--- config.mk ---
export PLATFORM = sky130hd
export DESIGN_NAME = barWindowRemap
export DESIGN_NICKNAME = d
export VERILOG_FILES = /design/src/rtl/barWinPkg.sv /design/src/rtl/barWinCtrl.sv /design/src/rtl/barWinPath.sv /design/src/rtl/barWindowRemap.sv
export SDC_FILE = /design/constraint.sdc
export NUM_CORES = 1
export LEC_CHECK = 0
export BUFFER_PORTS_ARGS = -buffer_cell sky130_fd_sc_hd__buf_2
export CORE_MARGIN = 2
export CORE_UTILIZATION = 45
export DETAILED_ROUTE_END_ITERATION = 12
export GPL_ROUTABILITY_DRIVEN = 0
export HOLD_SLACK_MARGIN = 0.03
export PLACE_DENSITY = 0.88
export SLEW_MARGIN = 25
export SYNTH_ARGS = -nofsm -noshare
export SYNTH_HDL_FRONTEND = slang
export SYNTH_SLANG_ARGS = --single-unit
--- constraint.sdc ---
create_clock -name clk -period 4.1 [get_ports clk]
set_clock_uncertainty 0.1 [all_clocks]
set_input_delay 0 -clock clk [delete_from_list [all_inputs] [get_ports clk]]
set_output_delay 0 -clock clk [all_outputs]
set_load 0.02 [all_outputs]
--- src/rtl/barWinPkg.sv ---
package barWinPkg;

  typedef enum logic {
    ST_IDLE = 1'b0,
    ST_WAIT = 1'b1
  } winStateT;

  typedef struct packed {
    logic accept;     // latch request fields and start a forwarded access
    logic ctrlWrite;  // update window register
    logic ctrlRead;   // return window register contents
    logic fault;      // top-half access with window disabled
    logic capture;    // internal ack seen, complete forwarded access
  } winStrobeT;

endpackage

--- src/rtl/barWinCtrl.sv ---
module barWinCtrl
  import barWinPkg::*;
(
  input  logic      clk,
  input  logic      rstN,
  input  logic      hostReq,
  input  logic      hostWrite,
  input  logic      hitCtrl,
  input  logic      hitUpper,
  input  logic      winEn,
  input  logic      intAck,
  output winStrobeT strobe,
  output logic      busy
);

  winStateT state, stateNext;

  always_comb begin
    strobe    = '0;
    stateNext = state;
    unique case (state)
      ST_IDLE: begin
        if (hostReq) begin
          if (hitCtrl) begin
            strobe.ctrlWrite = hostWrite;
            strobe.ctrlRead  = !hostWrite;
          end else if (hitUpper && !winEn) begin
            strobe.fault = 1'b1;
          end else begin
            strobe.accept = 1'b1;
            stateNext     = ST_WAIT;
          end
        end
      end
      ST_WAIT: begin
        if (intAck) begin
          strobe.capture = 1'b1;
          stateNext      = ST_IDLE;
        end
      end
      default: stateNext = ST_IDLE;
    endcase
  end

  always_ff @(posedge clk or negedge rstN) begin
    if (!rstN) state <= ST_IDLE;
    else       state <= stateNext;
  end

  assign busy = (state == ST_WAIT);

endmodule

--- src/rtl/barWinPath.sv ---
module barWinPath
  import barWinPkg::*;
#(
  parameter int          APER_W   = 20,
  parameter int          INT_W    = 25,
  parameter int          DATA_W   = 32,
  parameter logic [19:0] CTRL_OFF = 20'h0310C,
  parameter int          EN_POS   = 31
) (
  input  logic              clk,
  input  logic              rstN,
  input  winStrobeT         strobe,
  input  logic              hostWrite,
  input  logic [APER_W-1:0] hostOffset,
  input  logic [DATA_W-1:0] hostWdata,
  input  logic [DATA_W-1:0] intRdata,
  output logic              hitCtrl,
  output logic              hitUpper,
  output logic              winEn,
  output logic [INT_W-1:0]  intAddr,
  output logic              intWrite,
  output logic [DATA_W-1:0] intWdata,
  output logic              hostDone,
  output logic              hostErr,
  output logic [DATA_W-1:0] hostRdata
);

  localparam int HALF_W = APER_W - 1;
  localparam int WIN_W  = INT_W - HALF_W;

  logic              winEnQ;
  logic [WIN_W-1:0]  winSelQ;
  logic [INT_W-1:0]  mapAddr;
  logic [DATA_W-1:0] ctrlView;
  logic [DATA_W-1:0] rspData;

  assign hitCtrl  = (hostOffset == CTRL_OFF[APER_W-1:0]);
  assign hitUpper = hostOffset[APER_W-1];
  assign winEn    = winEnQ;

  // Aperture to internal address: identity below the midpoint, window above.
  always_comb begin
    if (hitUpper) mapAddr = {winSelQ, hostOffset[HALF_W-1:0]};
    else          mapAddr = {{WIN_W{1'b0}}, hostOffset[HALF_W-1:0]};
  end

  // Register view: enable at EN_POS, window number in the low bits, rest zero.
  always_comb begin
    ctrlView              = '0;
    ctrlView[EN_POS]      = winEnQ;
    ctrlView[WIN_W-1:0]   = winSelQ;
  end

  always_ff @(posedge clk or negedge rstN) begin
    if (!rstN) begin
      winEnQ  <= 1'b0;
      winSelQ <= '0;
    end else if (strobe.ctrlWrite) begin
      winEnQ  <= hostWdata[EN_POS];
      winSelQ <= hostWdata[WIN_W-1:0];
    end
  end

  // Forwarded request fields: loaded at acceptance, held until completion.
  always_ff @(posedge clk or negedge rstN) begin
    if (!rstN) begin
      intAddr  <= '0;
      intWrite <= 1'b0;
      intWdata <= '0;
    end else if (strobe.accept) begin
      intAddr  <= mapAddr;
      intWrite <= hostWrite;
      intWdata <= hostWdata;
    end
  end

  always_comb begin
    rspData = '0;
    if (strobe.ctrlRead)                rspData = ctrlView;
    else if (strobe.capture && !intWrite) rspData = intRdata;
  end

  always_ff @(posedge clk or negedge rstN) begin
    if (!rstN) begin
      hostDone  <= 1'b0;
      hostErr   <= 1'b0;
      hostRdata <= '0;
    end else begin
      hostDone  <= strobe.ctrlWrite | strobe.ctrlRead | strobe.fault | strobe.capture;
      hostErr   <= strobe.fault;
      hostRdata <= rspData;
    end
  end

endmodule

--- src/rtl/barWindowRemap.sv ---
module barWindowRemap
  import barWinPkg::*;
#(
  parameter int          APER_W   = 20,
  parameter int          INT_W    = 25,
  parameter int          DATA_W   = 32,
  parameter logic [19:0] CTRL_OFF = 20'h0310C,
  parameter int          EN_POS   = 31
) (
  input  logic              clk,
  input  logic              rstN,
  input  logic              hostReq,
  input  logic              hostWrite,
  input  logic [APER_W-1:0] hostOffset,
  input  logic [DATA_W-1:0] hostWdata,
  output logic              hostBusy,
  output logic              hostDone,
  output logic              hostErr,
  output logic [DATA_W-1:0] hostRdata,
  output logic              intReq,
  output logic              intWrite,
  output logic [INT_W-1:0]  intAddr,
  output logic [DATA_W-1:0] intWdata,
  input  logic              intAck,
  input  logic [DATA_W-1:0] intRdata
);

  winStrobeT strobe;
  logic      hitCtrl;
  logic      hitUpper;
  logic      winEn;
  logic      busy;

  barWinCtrl uCtrl (
    .clk      (clk),
    .rstN     (rstN),
    .hostReq  (hostReq),
    .hostWrite(hostWrite),
    .hitCtrl  (hitCtrl),
    .hitUpper (hitUpper),
    .winEn    (winEn),
    .intAck   (intAck),
    .strobe   (strobe),
    .busy     (busy)
  );

  barWinPath #(
    .APER_W  (APER_W),
    .INT_W   (INT_W),
    .DATA_W  (DATA_W),
    .CTRL_OFF(CTRL_OFF),
    .EN_POS  (EN_POS)
  ) uPath (
    .clk       (clk),
    .rstN      (rstN),
    .strobe    (strobe),
    .hostWrite (hostWrite),
    .hostOffset(hostOffset),
    .hostWdata (hostWdata),
    .intRdata  (intRdata),
    .hitCtrl   (hitCtrl),
    .hitUpper  (hitUpper),
    .winEn     (winEn),
    .intAddr   (intAddr),
    .intWrite  (intWrite),
    .intWdata  (intWdata),
    .hostDone  (hostDone),
    .hostErr   (hostErr),
    .hostRdata (hostRdata)
  );

  assign hostBusy = busy;
  assign intReq   = busy;

endmodule

==> results.py <==
metrics = {
    "logic_synthesis": {
        "yosysSeqAreaShare_pct": 66.9,
        "ys_types": 26,
        "synth_edf_count": 0,
        "synth-seq-cells": 100,
        "avgSynthCellArea_sq_um": 15.8,
        "synthCells": 237,
        "ys.warnings.count": 0,
        "async_flop_share_pct": 100,
        "synth.net_count": 326,
        "yosys_most_used_dff": "dfrtp_1",
        "syn_area_sq_um": 3740,
    },
    "global_route": {
        "met3_usage_pct": 6.40,
        "grt_max_degree": 62,
        "top_usage_layer": "met2",
        "grt_pass1_wl_um": 15400,
        "gr-usage-all-layers_pct": 22.4,
        "overflow": 0,
        "antenna_found_initial": 0,
        "grt_use_met1_pct": 23.8,
        "grt_pass1_vias": 3279,
        "grtUsageMet2_pct": 42.9,
    },
    "timing": {
        "hold_viol_final": 0,
        "relSlewSlack_pct": 49.3,
        "worstMarginPinSlew_ps": 754,
        "period_needed_ps": 3090,
        "rsz0062_at_grt": "no",
        "layout_worst_path_cycle_share_pct": 75.4,
        "slew_violations": 0,
        "tns_ps": 0,
        "finalSetupViolCount": 0,
        "fmax_ghz": 0.324,
    },
    "clocking": {
        "numClockSinks": 100,
        "cts_setup_buffers": 0,
        "cts_buffer_depth": 2,
        "htreeDepth": 3,
        "numCtsBuffers": 9,
        "cts_tree": "done",
        "clk_pin_slew_ps": 100,
        "cts_root_buffer": "clkbuf_8",
        "clk_latency_ps": 350,
    },
    "placement": {
        "io_buffer_count": 182,
        "hpwlAfterDp_um": 5920,
        "placedInstanceArea_sq_um": 4710,
    },
    "critical_path": {
        "worstPathArrival_ps": 3230,
        "startpoint_type": "input port",
        "path_cells": "dlygate4sd3_1 > buf_2 > nor4_2 > dlygate4sd3_1 > nand3_2 > o21ai_4 > buf_4 > mux2_1",
        "end_kind": "flip-flop",
        "crit_family": "buffers and inverters",
        "r2r-start": "uCtrl.busy$_DFF_PN0_",
        "required_ps": 4240,
        "reg2reg_to": "uPath.intWdata[18]$_DFFE_PN0P_",
        "cp_max_fo": 47,
        "startpoint": "hostOffset[19]",
        "cp_num_buf_inv": 4,
        "cp_num_cells": 8,
        "crit_slowest_cell": "dlygate4sd3_1",
        "reg2reg_slack_ps": 1490,
        "critPathMostFrequentCell": "dlygate4sd3_1",
        "max_stage_delay_ps": 610,
        "ff2ff_path_depth": 5,
        "critPathKind": "input port to flip-flop",
    },
    "drt": {
        "wire_per_inst_um": 16.1,
        "drt-total-wl_um": 10100,
        "drtPass1Iterations": 4,
        "drc": 0,
        "drt_iter0_markers": 103,
        "vias": 2991,
        "final_antenna_net_count": 0,
        "viasPerCell": 4.78,
    },
    "power_and_ir_drop": {
        "power_density_nw_per_um2": 399,
        "peakVddDrop_mv": 0.222,
        "p_leak_uw": 0.00307,
    },
    "final_layout": {
        "layout-drive-gt1-share_pct": 41.8,
        "postLayoutCellArea_sq_um": 5850,
        "final_nets": 605,
        "area.growth.synth_to_final_pct": 56.6,
        "antennaDiodeCount": 0,
    },
    "die": {
        "fp.dieW_um": 95.2,
        "rows": 33,
        "io_pins": 183,
        "start_util_pct": 46.0,
        "dieArea_sq_um": 9050,
        "core-area_sq_um": 8130,
        "fp.dieH_um": 95.2,
    },
    "status": {
        "status": "complete, no violations",
    },
    "hold_path": {
        "hp-class": "input port to async pin",
    },
    "flow_run": {
        "drv_cap": 0,
    },
}
what timing repair did:
action,CTS,global route
resized for setup,0,0
setup endpoints to repair,0,0
hold buffers,95,0
hold endpoints to repair,156,0
report_power, final:
group,switching (uW),total (uW),leakage [uW],internal (uW)
Clock,344,587,0.0000904,243
Sequential,65.4,1170,0.00128,1110
Combinational,322,572,0.00170,250
metal layers:
layer,up-vias,part of all wire [%]
met2,114,56
met3,19,6.5
met5,-,0
li1,1381,-
met4,0,1.6
met1,1477,36
how the worst max path moves through the flow:
stage                                           endpoint  slack [ps]
after floorplan                  uPath.winEn$_DFFE_PN0P_        2310
after global placement      uPath.intAddr[7]$_DFFE_PN0P_        1640
after detailed placement  uPath.intWdata[29]$_DFFE_PN0P_        1520
after CTS                 uPath.intWdata[19]$_DFFE_PN0P_        1030
after global routing      uPath.intWdata[18]$_DFFE_PN0P_         870
final                     uPath.intWdata[18]$_DFFE_PN0P_        1010
cells in the final DEF, fill, tap and decap left out:
cell type      count
a21o_1             6
a21oi_1            1
a21oi_2            1
a22o_1            13
and2_1            25
and3_1             6
and4bb_2           2
buf_2            181
buf_4              3
clkbuf_8          10
clkinv_2           1
clkinv_4           2
clkinvlp_4         2
dfrtp_1          100
dlygate4sd3_1     95
inv_1              3
inv_8              1
mux2_1            46
mux2_2             7
nand2_1            3
nand2b_1           1
nand3_1            1
nand3_2            1
nor2_4             1
nor3b_1            1
nor4_2             3
nor4_4             1
nor4b_2            1
o21ai_0            1
o21ai_4            1
o31ai_1            1
state kept, by name, indices dropped and copies added (netlist names):
name             count
uPath.hostErr        1
uPath.hostDone       1
uPath.intWdata      32
uPath.intWrite       1
uPath.winEn          1
uCtrl.busy           1
uPath.intAddr       25
uPath.winSelQ        6
uPath.hostRdata     32
cells in the mapped netlist, types with 2 or more instances:
cell type	count	area, sq um
dfrtp_1	100	2500
mux2_1	46	518
and2_1	25	156
a22o_1	13	114
mux2_2	7	78.8
a21o_1	6	45.0
and3_1	6	37.5
buf_6	6	67.6
clkbuf_1	4	15.0
inv_1	3	11.3
nand2_1	3	11.3
nor4_2	3	37.5
and4bb_2	2	25.0
metrics by stage:
| step | util [%] | std cells | total power, uW | hold slack, ps | setup WS, ps |
|---|---|---|---|---|---|
| after floorplan | - | 237 | 1470 | -396 | 2310 |
| after global placement | 57.9 | 515 | 1670 | 4.51 | 1640 |
| after detailed placement | 57.9 | 515 | 1690 | 22.0 | 1520 |
| after CTS | 71.9 | 626 | 2340 | 171 | 1030 |
| after global routing | 72.0 | 626 | 2450 | 178 | 874 |
| final | 72.0 | 626 | 2330 | 128 | 1010 |
cell type report:
cell class / instances / area [sq um]
Inverter: 3 / 11.3
Fill cell: 545 / 2280
Sequential cell: 100 / 2500
Clock inverter: 6 / 48.8
Multi-Input combinational cell: 123 / 1140
Timing Repair Buffer: 279 / 1880
Clock buffer: 10 / 138
Tap cell: 105 / 131
cells by family (layout without fill, tap and decap cells):
logic type,after synthesis,count (layout),share of synthesized area [%]
and+or+nand+nor,46,46,9.00
buffers and inverters,14,298,2.71
AOI/OAI and AO/OA,24,24,5.39
DFF,100,100,66.9
muxes,53,53,16.0
worst reg2reg max path: cells and delay by family (launching register included):
kind | cells | cell delay, ps
buf+inv | 1 | 390
simple gates | 1 | 280
compound gates | 2 | 850
mux | 1 | 440
flops | 1 | 440
Power figures use the tool's default switching activity.
